--- src/rtl/wbs_pkg.sv ---
package wbs_pkg;
  localparam int NUM_STG = 5;
  localparam int STG_IF  = 0;
  localparam int STG_MEM = 3;
  localparam int STG_WB  = 4;

  typedef enum logic {
    POL_BUBBLE = 1'b0,
    POL_PADDED = 1'b1
  } wb_policy_e;
endpackage

--- src/rtl/wbs_issue_ctrl.sv ---
module wbs_issue_ctrl
  import wbs_pkg::*;
(
  input  logic clk,
  input  logic rst_n,
  input  logic mode_i,
  input  logic pipe_empty,
  input  logic s0_vld,
  input  logic s0_load,
  input  logic in_valid,
  input  logic in_is_load,
  output logic in_ready,
  output logic issue_fire,
  output logic issue_short,
  output logic bubble
);
  wb_policy_e pol_q;
  wb_policy_e pol_d;

  // policy input only counts while nothing is in flight
  always_comb begin
    pol_d       = pipe_empty ? wb_policy_e'(mode_i) : pol_q;
    in_ready    = !((pol_d == POL_BUBBLE) && s0_vld && s0_load && !in_is_load);
    issue_fire  = in_valid && in_ready;
    bubble      = in_valid && !in_ready;
    issue_short = !in_is_load && (pol_d == POL_BUBBLE);
  end

  always_ff @(posedge clk or negedge rst_n) begin
    if (!rst_n) pol_q <= POL_BUBBLE;
    else        pol_q <= pol_d;
  end

  // a withheld slot is followed by a free one
  a_r5_bubble_single: assert property (@(posedge clk) disable iff (!rst_n)
    bubble |=> in_ready);

  // latched policy holds while the pipeline is occupied
  a_r8_policy_held: assert property (@(posedge clk) disable iff (!rst_n)
    !pipe_empty |=> (pipe_empty || $stable(pol_q)));
endmodule

--- src/rtl/wbs_stage_pipe.sv ---
module wbs_stage_pipe
  import wbs_pkg::*;
#(
  parameter int TAG_W = 8,
  parameter int NSTG  = NUM_STG
) (
  input  logic                       clk,
  input  logic                       rst_n,
  input  logic                       issue_fire,
  input  logic                       issue_load,
  input  logic                       issue_short,
  input  logic [TAG_W-1:0]           issue_tag,
  output logic [NSTG-1:0]            vld_o,
  output logic [NSTG-1:0]            load_o,
  output logic [NSTG-1:0]            short_o,
  output logic [NSTG-1:0][TAG_W-1:0] tag_o
);
  logic [NSTG-1:0]            vld_q, vld_d;
  logic [NSTG-1:0]            load_q, load_d;
  logic [NSTG-1:0]            short_q, short_d;
  logic [NSTG-1:0]            upd_en;
  logic [NSTG-1:0][TAG_W-1:0] tag_q, tag_d;

  for (genvar i = 0; i < NSTG; i++) begin : g_stg
    if (i == STG_IF) begin : g_head
      assign vld_d[i]   = issue_fire;
      assign load_d[i]  = issue_load;
      assign short_d[i] = issue_short;
      assign tag_d[i]   = issue_tag;
    end else begin : g_body
      // a short op retires out of the memory slot and is not passed on
      localparam bit DROP_SHORT = (i == STG_WB);
      assign vld_d[i]   = vld_q[i-1] & ~(DROP_SHORT & short_q[i-1]);
      assign load_d[i]  = load_q[i-1];
      assign short_d[i] = short_q[i-1];
      assign tag_d[i]   = tag_q[i-1];
    end
    assign upd_en[i] = vld_d[i];
  end

  always_ff @(posedge clk or negedge rst_n) begin
    if (!rst_n) vld_q <= '0;
    else        vld_q <= vld_d;
  end

  // payload flops: enabled, not reset
  always_ff @(posedge clk) begin
    for (int i = 0; i < NSTG; i++) begin
      if (upd_en[i]) begin
        tag_q[i]   <= tag_d[i];
        load_q[i]  <= load_d[i];
        short_q[i] <= short_d[i];
      end
    end
  end

  assign vld_o   = vld_q;
  assign load_o  = load_q;
  assign short_o = short_q;
  assign tag_o   = tag_q;

  for (genvar i = 0; i < NSTG - 1; i++) begin : g_chk
    localparam bit AT_MEM = (i == STG_MEM);
    // occupied stage moves forward with its tag
    a_r2_advance: assert property (@(posedge clk) disable iff (!rst_n)
      (vld_q[i] && !(AT_MEM && short_q[i])) |=> (vld_q[i+1] && tag_q[i+1] == $past(tag_q[i])));
    if (AT_MEM) begin : g_mem
      // short op leaves after the memory slot
      a_r4_short_leaves: assert property (@(posedge clk) disable iff (!rst_n)
        (vld_q[i] && short_q[i]) |=> !vld_q[i+1]);
    end
  end
endmodule

--- src/rtl/wbs_wb_select.sv ---
module wbs_wb_select
  import wbs_pkg::*;
#(
  parameter int TAG_W = 8,
  parameter int NSTG  = NUM_STG
) (
  input  logic                       clk,
  input  logic                       rst_n,
  input  logic [NSTG-1:0]            vld_i,
  input  logic [NSTG-1:0]            short_i,
  input  logic [NSTG-1:0][TAG_W-1:0] tag_i,
  output logic                       wb_en,
  output logic [TAG_W-1:0]           wb_tag,
  output logic                       err_o
);
  logic short_wb, full_wb;
  logic err_q, err_d;

  always_comb begin
    short_wb = vld_i[STG_MEM] && short_i[STG_MEM];
    full_wb  = vld_i[STG_WB];
    wb_en    = short_wb || full_wb;
    wb_tag   = full_wb ? tag_i[STG_WB] : tag_i[STG_MEM];
    err_d    = err_q || (short_wb && full_wb);
  end

  always_ff @(posedge clk or negedge rst_n) begin
    if (!rst_n) err_q <= 1'b0;
    else        err_q <= err_d;
  end

  assign err_o = err_q;

  // the two retirement slots never fire together
  a_r7_one_write: assert property (@(posedge clk) disable iff (!rst_n)
    !(short_wb && full_wb));

  // error flag is sticky
  a_r7_err_sticky: assert property (@(posedge clk) disable iff (!rst_n)
    err_q |=> err_q);
endmodule

--- src/rtl/wbs_counters.sv ---
module wbs_counters #(
  parameter int CNT_W = 16
) (
  input  logic             clk,
  input  logic             rst_n,
  input  logic             retire_i,
  input  logic             bubble_i,
  output logic [CNT_W-1:0] cyc_o,
  output logic [CNT_W-1:0] ret_o,
  output logic [CNT_W-1:0] bub_o
);
  logic [CNT_W-1:0] cyc_q, cyc_d, ret_q, ret_d, bub_q, bub_d;

  always_comb begin
    cyc_d = cyc_q + CNT_W'(1);
    ret_d = ret_q + CNT_W'(1);
    bub_d = bub_q + CNT_W'(1);
  end

  always_ff @(posedge clk or negedge rst_n) begin
    if (!rst_n) begin
      cyc_q <= '0;
      ret_q <= '0;
      bub_q <= '0;
    end else begin
      cyc_q <= cyc_d;
      if (retire_i) ret_q <= ret_d;
      if (bubble_i) bub_q <= bub_d;
    end
  end

  assign cyc_o = cyc_q;
  assign ret_o = ret_q;
  assign bub_o = bub_q;

  // cycle counter steps every clock
  a_r9_cycle_step: assert property (@(posedge clk) disable iff (!rst_n)
    $past(rst_n) |-> (cyc_q == $past(cyc_q) + CNT_W'(1)));

  // bubble counter idle without a withheld slot
  a_r9_bubble_idle: assert property (@(posedge clk) disable iff (!rst_n)
    ($past(rst_n) && !$past(bubble_i)) |-> $stable(bub_q));
endmodule

--- src/rtl/wb_port_sched.sv ---
module wb_port_sched
  import wbs_pkg::*;
#(
  parameter int TAG_W = 8,
  parameter int CNT_W = 16
) (
  input  logic                     clk,
  input  logic                     rst_n,
  input  logic                     mode_i,
  input  logic                     in_valid,
  output logic                     in_ready,
  input  logic                     in_is_load,
  input  logic [TAG_W-1:0]         in_tag,
  output logic                     wb_en,
  output logic [TAG_W-1:0]         wb_tag,
  output logic                     wb_collide_err,
  output logic [NUM_STG-1:0]       stage_valid,
  output logic [NUM_STG*TAG_W-1:0] stage_tags,
  output logic [CNT_W-1:0]         cnt_cycles,
  output logic [CNT_W-1:0]         cnt_retired,
  output logic [CNT_W-1:0]         cnt_bubbles
);
  logic                          issue_fire, issue_short, bubble;
  logic [NUM_STG-1:0]            vld, load, short_op;
  logic [NUM_STG-1:0][TAG_W-1:0] tags;

  wbs_issue_ctrl u_issue (
    .clk        (clk),
    .rst_n      (rst_n),
    .mode_i     (mode_i),
    .pipe_empty (~|vld),
    .s0_vld     (vld[STG_IF]),
    .s0_load    (load[STG_IF]),
    .in_valid   (in_valid),
    .in_is_load (in_is_load),
    .in_ready   (in_ready),
    .issue_fire (issue_fire),
    .issue_short(issue_short),
    .bubble     (bubble)
  );

  wbs_stage_pipe #(.TAG_W(TAG_W), .NSTG(NUM_STG)) u_pipe (
    .clk        (clk),
    .rst_n      (rst_n),
    .issue_fire (issue_fire),
    .issue_load (in_is_load),
    .issue_short(issue_short),
    .issue_tag  (in_tag),
    .vld_o      (vld),
    .load_o     (load),
    .short_o    (short_op),
    .tag_o      (tags)
  );

  wbs_wb_select #(.TAG_W(TAG_W), .NSTG(NUM_STG)) u_wb (
    .clk    (clk),
    .rst_n  (rst_n),
    .vld_i  (vld),
    .short_i(short_op),
    .tag_i  (tags),
    .wb_en  (wb_en),
    .wb_tag (wb_tag),
    .err_o  (wb_collide_err)
  );

  wbs_counters #(.CNT_W(CNT_W)) u_cnt (
    .clk     (clk),
    .rst_n   (rst_n),
    .retire_i(wb_en),
    .bubble_i(bubble),
    .cyc_o   (cnt_cycles),
    .ret_o   (cnt_retired),
    .bub_o   (cnt_bubbles)
  );

  assign stage_valid = vld;
  assign stage_tags  = tags;

  // a load strobes its own tag five cycles after acceptance
  a_r3_load_latency: assert property (@(posedge clk) disable iff (!rst_n)
    (in_valid && in_ready && in_is_load) |-> ##5 (wb_en && wb_tag == $past(in_tag, 5)));
endmodule

--- config.mk ---
export PLATFORM = sky130hd
export DESIGN_NAME = wb_port_sched
export DESIGN_NICKNAME = d
export VERILOG_FILES = /design/src/rtl/wbs_pkg.sv /design/src/rtl/wbs_issue_ctrl.sv /design/src/rtl/wbs_stage_pipe.sv /design/src/rtl/wbs_wb_select.sv /design/src/rtl/wbs_counters.sv /design/src/rtl/wb_port_sched.sv
export SDC_FILE = /design/constraint.sdc
export NUM_CORES = 1
export LEC_CHECK = 0
export BUFFER_PORTS_ARGS = -buffer_cell sky130_fd_sc_hd__buf_2
export CAP_MARGIN = 30
export CORE_ASPECT_RATIO = 0.7
export CORE_MARGIN = 2
export CORE_UTILIZATION = 50
export DETAILED_ROUTE_END_ITERATION = 7
export GPL_TIMING_DRIVEN = 0
export PLACE_DENSITY = 0.77
export RECOVER_POWER = 25
export SKIP_LAST_GASP = 1
export SLEW_MARGIN = 5
export SYNTH_ARGS = -nofsm -noshare
export SYNTH_HDL_FRONTEND = slang
export SYNTH_SLANG_ARGS = --single-unit
--- constraint.sdc ---
create_clock -name clk -period 2.68 [get_ports clk]
set_input_delay 0.402 -clock clk [delete_from_list [all_inputs] [get_ports clk]]
set_output_delay 0.402 -clock clk [all_outputs]
set_load 0.005 [all_outputs]
==> results.txt, run 1 <==
The startpoint identified for the worst register-to-register timing path is u_pipe.vld_o[2]. The number of synthesized flops with an enable pin came out at 45. Counting every sink on the clock net gives 100. The global-route wire length before repair is approximately 11,000 um. Once detail routing completed, the nets flagged for antenna violations numbered 0.

The part of the Yosys area used for sequential elements came out at between 70 and 80%. The number of buffers added on ports is 116. After layout, the worst setup slack is ~0.18 ns.

Counting the buffers created by CTS gives 9. The worst setup path is captured at a primary output. The congestion estimate from routability-driven global placement came to 0.7581. The synthesis-stage register bit count came out at 100. The worst path buffer plus inverter count is 1. The sequential cells in the finished layout cover a total of around 2700 um^2. VDD sags by at most ~0.35 mV. The number of nets in the finished design is 398. The top cell types in the final layout, fill and taps aside, are 114 x sky130_fd_sc_hd__buf_2, 52 x sky130_fd_sc_hd__dfrtp_1, 45 x sky130_fd_sc_hd__edfxtp_1. The flow ran to the end, and the final reports show no timing, DRC or antenna violations. The data arrival time of the critical path is around 2.1 ns. The number of standard cells after synthesis is 250.

The worst pin sits at a relative slew slack of between 10% and 20%. The overall fraction of global-route tracks in use came out at between 10% and 20%. The worst-skew pair later-pin latency came out at between 0.3 and 0.4 ns. The critical path launch point type is a register. Counting cells, the worst reg-to-reg path comes to 6.

The area enclosed by the die boundary is ~8200 um^2. In the routed design, unresolved DRC markers number 0. Relative to the synthesized area, the layout overhead comes to 25.34%.

The first-pass iteration count of the detailed router is 4. The period utilization came out at approximately 93%. The critical path in this run is classified as reg2out. The post-synthesis async set-or-reset flop share came out at 55.00%.

The overall overflow remaining after global route is 0. Yosys mapped the design onto 27 distinct sky130hd cell types. The number of antenna violations at the first check in global routing came out at 0. The slew at the pin with the worst max-slew slack came out at about 1.3 ns. The core region is 7287 um^2. After detailed routing, the average wire length per cell comes to roughly 14 um. The start point of the critical path is u_pipe.vld_o[2]. The initial core utilization came out at roughly 50%.

In this run the worst setup path terminates at in_ready. The via count of the first global-routing pass was ~2,300. In this run the number of cells on the critical path is 6. Summed over all failing endpoints, the final setup total negative slack is 0 ns.

TritonCTS built the clock tree. The max-cap check violation count came out at 0. The area taken by multi-input logic gates came out at around 970 um^2. The buffer depth of the longest clock path is 2.

Each instance of the synthesized netlist takes up on average approximately 15 um^2. The critical path's largest stage delay came out at approximately 0.51 ns. Setup repair after global routing left no endpoint under its margin. The pre-CTS setup slack came out at -0.1435 ns. In this run the critical register-to-register path is captured at u_pipe.short_o[0]. After clock tree synthesis, the flow added hold-fix buffers numbering 0. The tree is rooted in a sky130_fd_sc_hd__clkbuf_8.

The number of antenna repair diodes came out at 0. Setup violations remaining at the end of the flow were counted as 0. The highest net fanout along the worst path came out at 12. The final period demand of the worst path came out at 2.503 ns. The number of top-level pins is approximately 120. The final cell utilization of the core came out at between 60% and 70%.

The cell area after technology mapping is between 3000 and 4000 um^2. For this block, the initial DRC count from the detailed router was 90. The number of H-tree branching levels is 3. The final wirelength is between 6000 and 7000 um. The site row count came out at 26. Fill cells in the final layout number between 500 and 600. The kind of cell with the highest combined delay on the critical path is simple AND/OR/NAND/NOR gates. The via-per-instance ratio is about 4.8. The final count of pins violating max slew came out at 0. During synthesis, Yosys emitted a total of 0 warnings.

The critical path goes through or4_4 -> o21ai_4 -> o31ai_1 -> nor2_1 -> nand3_1 -> buf_2. In the synthesized netlist the dominant register cell turns out to be sky130_fd_sc_hd__dfrtp_1. The most frequent standard cell in the layout excluding fill and tap cells is sky130_fd_sc_hd__buf_2. Based on the critical path, the design can be clocked at up to around 400 MHz. The final HPWL from detailed placement is 5084 um. In this run the worst hold path is classified as in2reg. On the final layout, the worst clock skew is 0.01113 ns. The critical path data required time came out at 2.28 ns. The number of placed cells counting well taps is between 400 and 500. Measured along the y axis, the die boundary spans roughly 76 um. Among all stages on the critical path, the largest delay is contributed by sky130_fd_sc_hd__dfrtp_2. The non-filler instance count after layout is a little under 500.

The power density over the cells is 671.8 nW/um^2. The maximum number of pins on one net before global-route repair came out at 33. The clock input transition at the sequential cells of the worst setup and hold paths is around 0.11 ns. The fraction of layout instances using a drive strength above 1 is between 40 and 50%.

The number of nets in the synthesized netlist came out at roughly 270. In this run the register-to-register setup slack is 0.37 ns. The total number of vias is about 2,300.

From left edge to right edge, the die measures 107.5 um. The number of endpoints with negative hold slack in the final report came out at 0. Summed over all cells, the static leakage comes to approximately 2.2 nW.
[per-stage QoR]
step                      hold slack (ns)  power (mW)  cell area (um^2)
final                              0.2083       3.155              4697
after global routing               0.1721       3.309              4697
after CTS                         0.02611       3.191              4691
after detailed placement           0.4054       2.229              4471
after global placement             0.4046       2.207              4451
after floorplan                    0.1064       2.024              3747
[where the power goes]
part	switching (mW)	internal, mW
clock	0.576	0.378
sequential	0.116	1.74
combinational	0.166	0.180
total	0.858	2.30
[registers in the layout, summed over array words and instances, names as in the netlist]
register	cells
u_cnt.ret_o	16
u_pipe.vld_o	5
u_issue.pol_q	1
u_cnt.cyc_o	16
u_pipe.short_o	4
u_cnt.bub_o	16
u_pipe.load_o	1
u_pipe.tag_o	40
u_wb.err_o	1
[kinds of logic (layout without fill, tap and decap cells)]
| group | count (synthesis) | after routing | share of synthesized area [%] |
|---|---|---|---|
| buf+inv | 12 | 149 | 1.602 |
| simple gates | 76 | 76 | 10.28 |
| xor+xnor | 44 | 44 | 10.28 |
| fa+ha+maj | 3 | 3 | 1.002 |
| flops | 100 | 100 | 72.79 |
| mux | 10 | 10 | 3.005 |
| compound gates | 5 | 5 | 1.035 |
[routing by layer]
layer / routed length [um] / part of all wire, % / global-route usage (%)
met1: 3244 / 47 / 24.81
met2: 3316 / 48 / 27.78
met3: 332 / 4.8 / 5.475
met4: 46 / 0.66 / 5.769
met5: 0 / 0 / 0
[synth_stat cells (all sizes together) (4+ instances only)]
cell | number | area share (%)
and3 | 4 | 0.67
and4 | 4 | 0.93
buf | 5 | 0.90
dfrtp | 55 | 37
edfxtp | 45 | 36
inv | 6 | 0.60
mux2 | 10 | 3.0
nand2 | 22 | 2.2
nand3 | 13 | 1.9
nand4 | 11 | 1.8
nor2 | 14 | 1.4
xnor2 | 30 | 7.0
xor2 | 14 | 3.3
[what timing repair did]
item,CTS,global route
gates resized for setup,2,2
buffers inserted,2,1
gates cloned,0,0
pin swaps,0,1
setup endpoints to repair,12,1
[how the worst min path moves through the flow]
stage	from	to	slack [ns]	cells after the start
floorplan	rst_n	u_cnt.bub_o[0]	0.11	0
global placement	u_pipe.short_o[2]	u_pipe.short_o[3]	0.40	0
detailed placement	u_pipe.short_o[0]	u_pipe.short_o[1]	0.41	0
CTS	rst_n	u_pipe.vld_o[3]	0.03	1
global route	in_tag[7]	u_pipe.tag_o[7]	0.17	1
finish	in_tag[1]	u_pipe.tag_o[1]	0.21	1
[area by class of cell]
cell class	count	area share (%)
inverters	6	0.4795
repair buffers	121	13.05
plain buffers	6	0.7991
flip-flops and latches	100	58.15
multi-input cells	138	20.59
clock inverters	7	1.678
clock buffers	9	2.637
well taps	98	2.611
(Power assumes the default switching activity.)
==> run 2: changes to the inputs <==
--- a/config.mk
+++ b/config.mk
@@ -13,7 +13,6 @@
 export DETAILED_ROUTE_END_ITERATION = 7
 export GPL_TIMING_DRIVEN = 0
 export PLACE_DENSITY = 0.77
-export RECOVER_POWER = 25
 export SKIP_LAST_GASP = 1
 export SLEW_MARGIN = 5
 export SYNTH_ARGS = -nofsm -noshare
==> run 2 against run 1 <==
Against the previous run: critical path depth stayed put; fmax hardly changed; register-to-register slack hardly changed; cell count stayed put; via count is 0.21% higher; worst hold slack worse by 0.19 ns; die area stayed put; non-clock buffer count stayed put; clock power hardly changed; wire length is 0.14% higher; critical path type unchanged; critical endpoint unchanged.
==> results.txt, run 2 (synthesized netlist as in run 1, its figures left out) <==
The worst-case headroom to the max-slew limit came out at 48.84% (+34 points). met2 is the most crowded layer. The clock skew after layout came out at 0.01078 ns (-0.0003502 ns). The number of buffers added on ports came out at 116 (unchanged).

TritonCTS built the clock tree. The slew at the pin with the worst max-slew slack is 0.7659 ns (-0.5071 ns). The placed cell area came out at 4471 um^2 (unchanged). The upper clock frequency limit came out at 399.4 MHz (about the same). The overall overflow remaining after global route is 0 (unchanged). The critical path's largest stage delay was 0.51 ns (about the same). The number of placed cells counting well taps came to 465 (unchanged). The hold slack is 0.02082 ns (-0.1875 ns). The via count of the first global-routing pass came to 2,283 (unchanged). The critical path data required time came to 2.28 ns (about the same).

The period utilization was 93.41% (about the same). The worst path buffer plus inverter count is 1 (unchanged). In this run the worst hold path is classified as in2async. The total number of vias came out at 2,344 (+0.21%). In this run the critical register-to-register path is captured at u_pipe.short_o[0]. The x dimension of the die came to 107.5 um (unchanged). The first-pass iteration count of the detailed router came out at 4 (unchanged).

In this run the worst setup path terminates at in_ready. The clock input transition at the sequential cells of the worst setup and hold paths is 0.11 ns (about the same). The number of antenna repair diodes is 0 (unchanged). The buffer depth of the longest clock path came to 2 (unchanged). The cell area after layout is 4715 um^2 (+0.37%). The area of the core was 7287 um^2 (unchanged). The number of H-tree branching levels came out at 3 (unchanged). The number of design rule violations left after detail routing was 0 (unchanged). The initial core utilization was 51.43% (unchanged).

The final wirelength came out at 6950 um (+0.14%). The final HPWL from detailed placement is 5084 um (unchanged). The area enclosed by the die boundary came out at 8214 um^2 (unchanged).

The routed length per placed instance is 14.33 um (+0.14%). The number of cell instances on the worst register-to-register path came out at 6 (unchanged). Leaving out fill and tap cells, the most frequent cell in the layout is sky130_fd_sc_hd__buf_2.

The global-route wire length before repair is 11,390 um (unchanged). The worst ir drop on vdd was 0.3537 mV (+0.40%). Setup repair after global routing left no endpoint under its margin. The number of hold-repair buffers added at the cts stage is 0 (unchanged). The maximum number of pins on one net before global-route repair is 33 (unchanged).

The routability congestion estimate came out at 0.7581 (unchanged). The count of clock tree sinks is 100 (unchanged). The data arrival time of the critical path came out at 2.10 ns (about the same).

The power density over the cells is 670.3 nW/um^2 (-0.22%). The critical path depth is 6 (unchanged). The final cell utilization of the core is 64.70% (+0.24 points). The floorplan die height came out at 76.43 um (unchanged). The non-filler instance count after layout came to 485 (unchanged). The global-route met3 utilization came out at 5.475% (unchanged). The number of nets in the finished design came out at 398 (unchanged). The CTS buffer count came out at 9 (unchanged). The start of the worst register-to-register path is u_pipe.vld_o[2].

The overall fraction of global-route tracks in use was 18.05% (unchanged). The number of antenna-violating nets in the routed design is 0 (unchanged). In this run the clock root is driven by a sky130_fd_sc_hd__clkbuf_8. The slowest library cell on the worst path is sky130_fd_sc_hd__dfrtp_2. The highest net fanout along the worst path came to 12 (unchanged). The number of top-level pins is 117 (unchanged). STA classifies the critical path endpoint as a primary output. The worst-skew pair later-pin latency is 0.36 ns (about the same). The number of antenna violations at the first check in global routing was 0 (unchanged).

Compared with the post-synthesis result, the final layout area differs by 25.81%. The final number of setup-violating endpoints is 0 (unchanged). The flow ran to the end, and the final reports show no timing, DRC or antenna violations. The site row count is 26 (unchanged). Traced cell by cell, the critical path runs through or4_4 -> o21ai_4 -> o31ai_1 -> nor2_1 -> nand3_1 -> buf_2. STA classifies the critical path startpoint as a register. The total negative slack came out at 0 ns (unchanged). The total leakage power is 2.184 nW (+0.49%). The fraction of layout instances using a drive strength above 1 came out at 41.34% (+0.52 points). The detailed router's first-iteration violation count came to 72 (-20%).

The final period demand of the worst path is 2.503 ns (+0.0006550 ns). In this design, the largest share of critical-path delay is due to simple AND/OR/NAND/NOR gates. The final count of pins violating max slew came out at 0 (unchanged). By startpoint and endpoint, the worst setup path is classified as reg2out. The max-cap check violation count is 0 (unchanged). The global routing met1 resource utilization was 24.81% (unchanged). The via-per-instance ratio came to 4.833 (+0.21%). Tracing the worst setup path back leads to its startpoint at u_pipe.vld_o[2]. The flip-flop count of the largest register, all copies and words added came out at 40 (unchanged). The number of endpoints with negative hold slack in the final report was 0 (unchanged). The top cell types in the final layout, fill and taps aside, are 116 x sky130_fd_sc_hd__buf_2, 52 x sky130_fd_sc_hd__dfrtp_1, 45 x sky130_fd_sc_hd__edfxtp_1. The register-to-register setup slack came to 0.37 ns (about the same). The met2 capacity usage during global routing is 27.78% (unchanged).
## run 2: how the worst min path moves through the flow
| stage | end | slack [ns] | depth (start not counted) |
|---|---|---|---|
| global placement | u_pipe.short_o[3] | 0.40 | 0 |
| finish | u_cnt.ret_o[8] | 0.02 | 1 |
| CTS | u_pipe.vld_o[3] | 0.03 | 1 |
| global route | u_cnt.ret_o[10] | 0.05 | 1 |
| detailed placement | u_pipe.short_o[1] | 0.41 | 0 |
| floorplan | u_cnt.bub_o[0] | 0.11 | 0 |
## run 2: what timing repair did
action                                  CTS  global route
resized for setup                         2             2
setup buffers                             2             1
cloned                                    0             0
endpoints found under the setup margin   12             1
pin swaps                                 0             1
## run 2: cell type report
cell class | instances | area [um^2]
Multi-Input combinational cell | 138 | 967.2
Tap cell | 98 | 122.6
Clock buffer | 9 | 123.9
Fill cell | 598 | 2572
Sequential cell | 100 | 2731
Buffer | 6 | 37.54
Inverter | 6 | 22.52
Timing Repair Buffer | 121 | 630.6
Clock inverter | 7 | 78.83
## run 2: report_power, final
| part | internal [mW] | leakage [nW] | switching [mW] | total [mW] |
|---|---|---|---|---|
| combinational | 0.183 | 0.924 | 0.167 | 0.350 |
| sequential | 1.74 | 1.16 | 0.116 | 1.86 |
| clock | 0.378 | 0.105 | 0.576 | 0.955 |
| total | 2.30 | 2.18 | 0.860 | 3.16 |
## run 2: per-layer routing
layer	vias up	share of wire, %
met1	1145	47
met5	-	0
met2	58	48
li1	1137	-
met3	4	4.8
met4	0	0.66
## run 2: stage by stage
stage               power, mW  worst slack (ns)
global route            3.312          0.007714
detailed placement      2.229           -0.1435
global placement        2.207          -0.09357
finish                  3.160            0.1765
floorplan               2.024            0.2466
CTS                     3.191          -0.02450
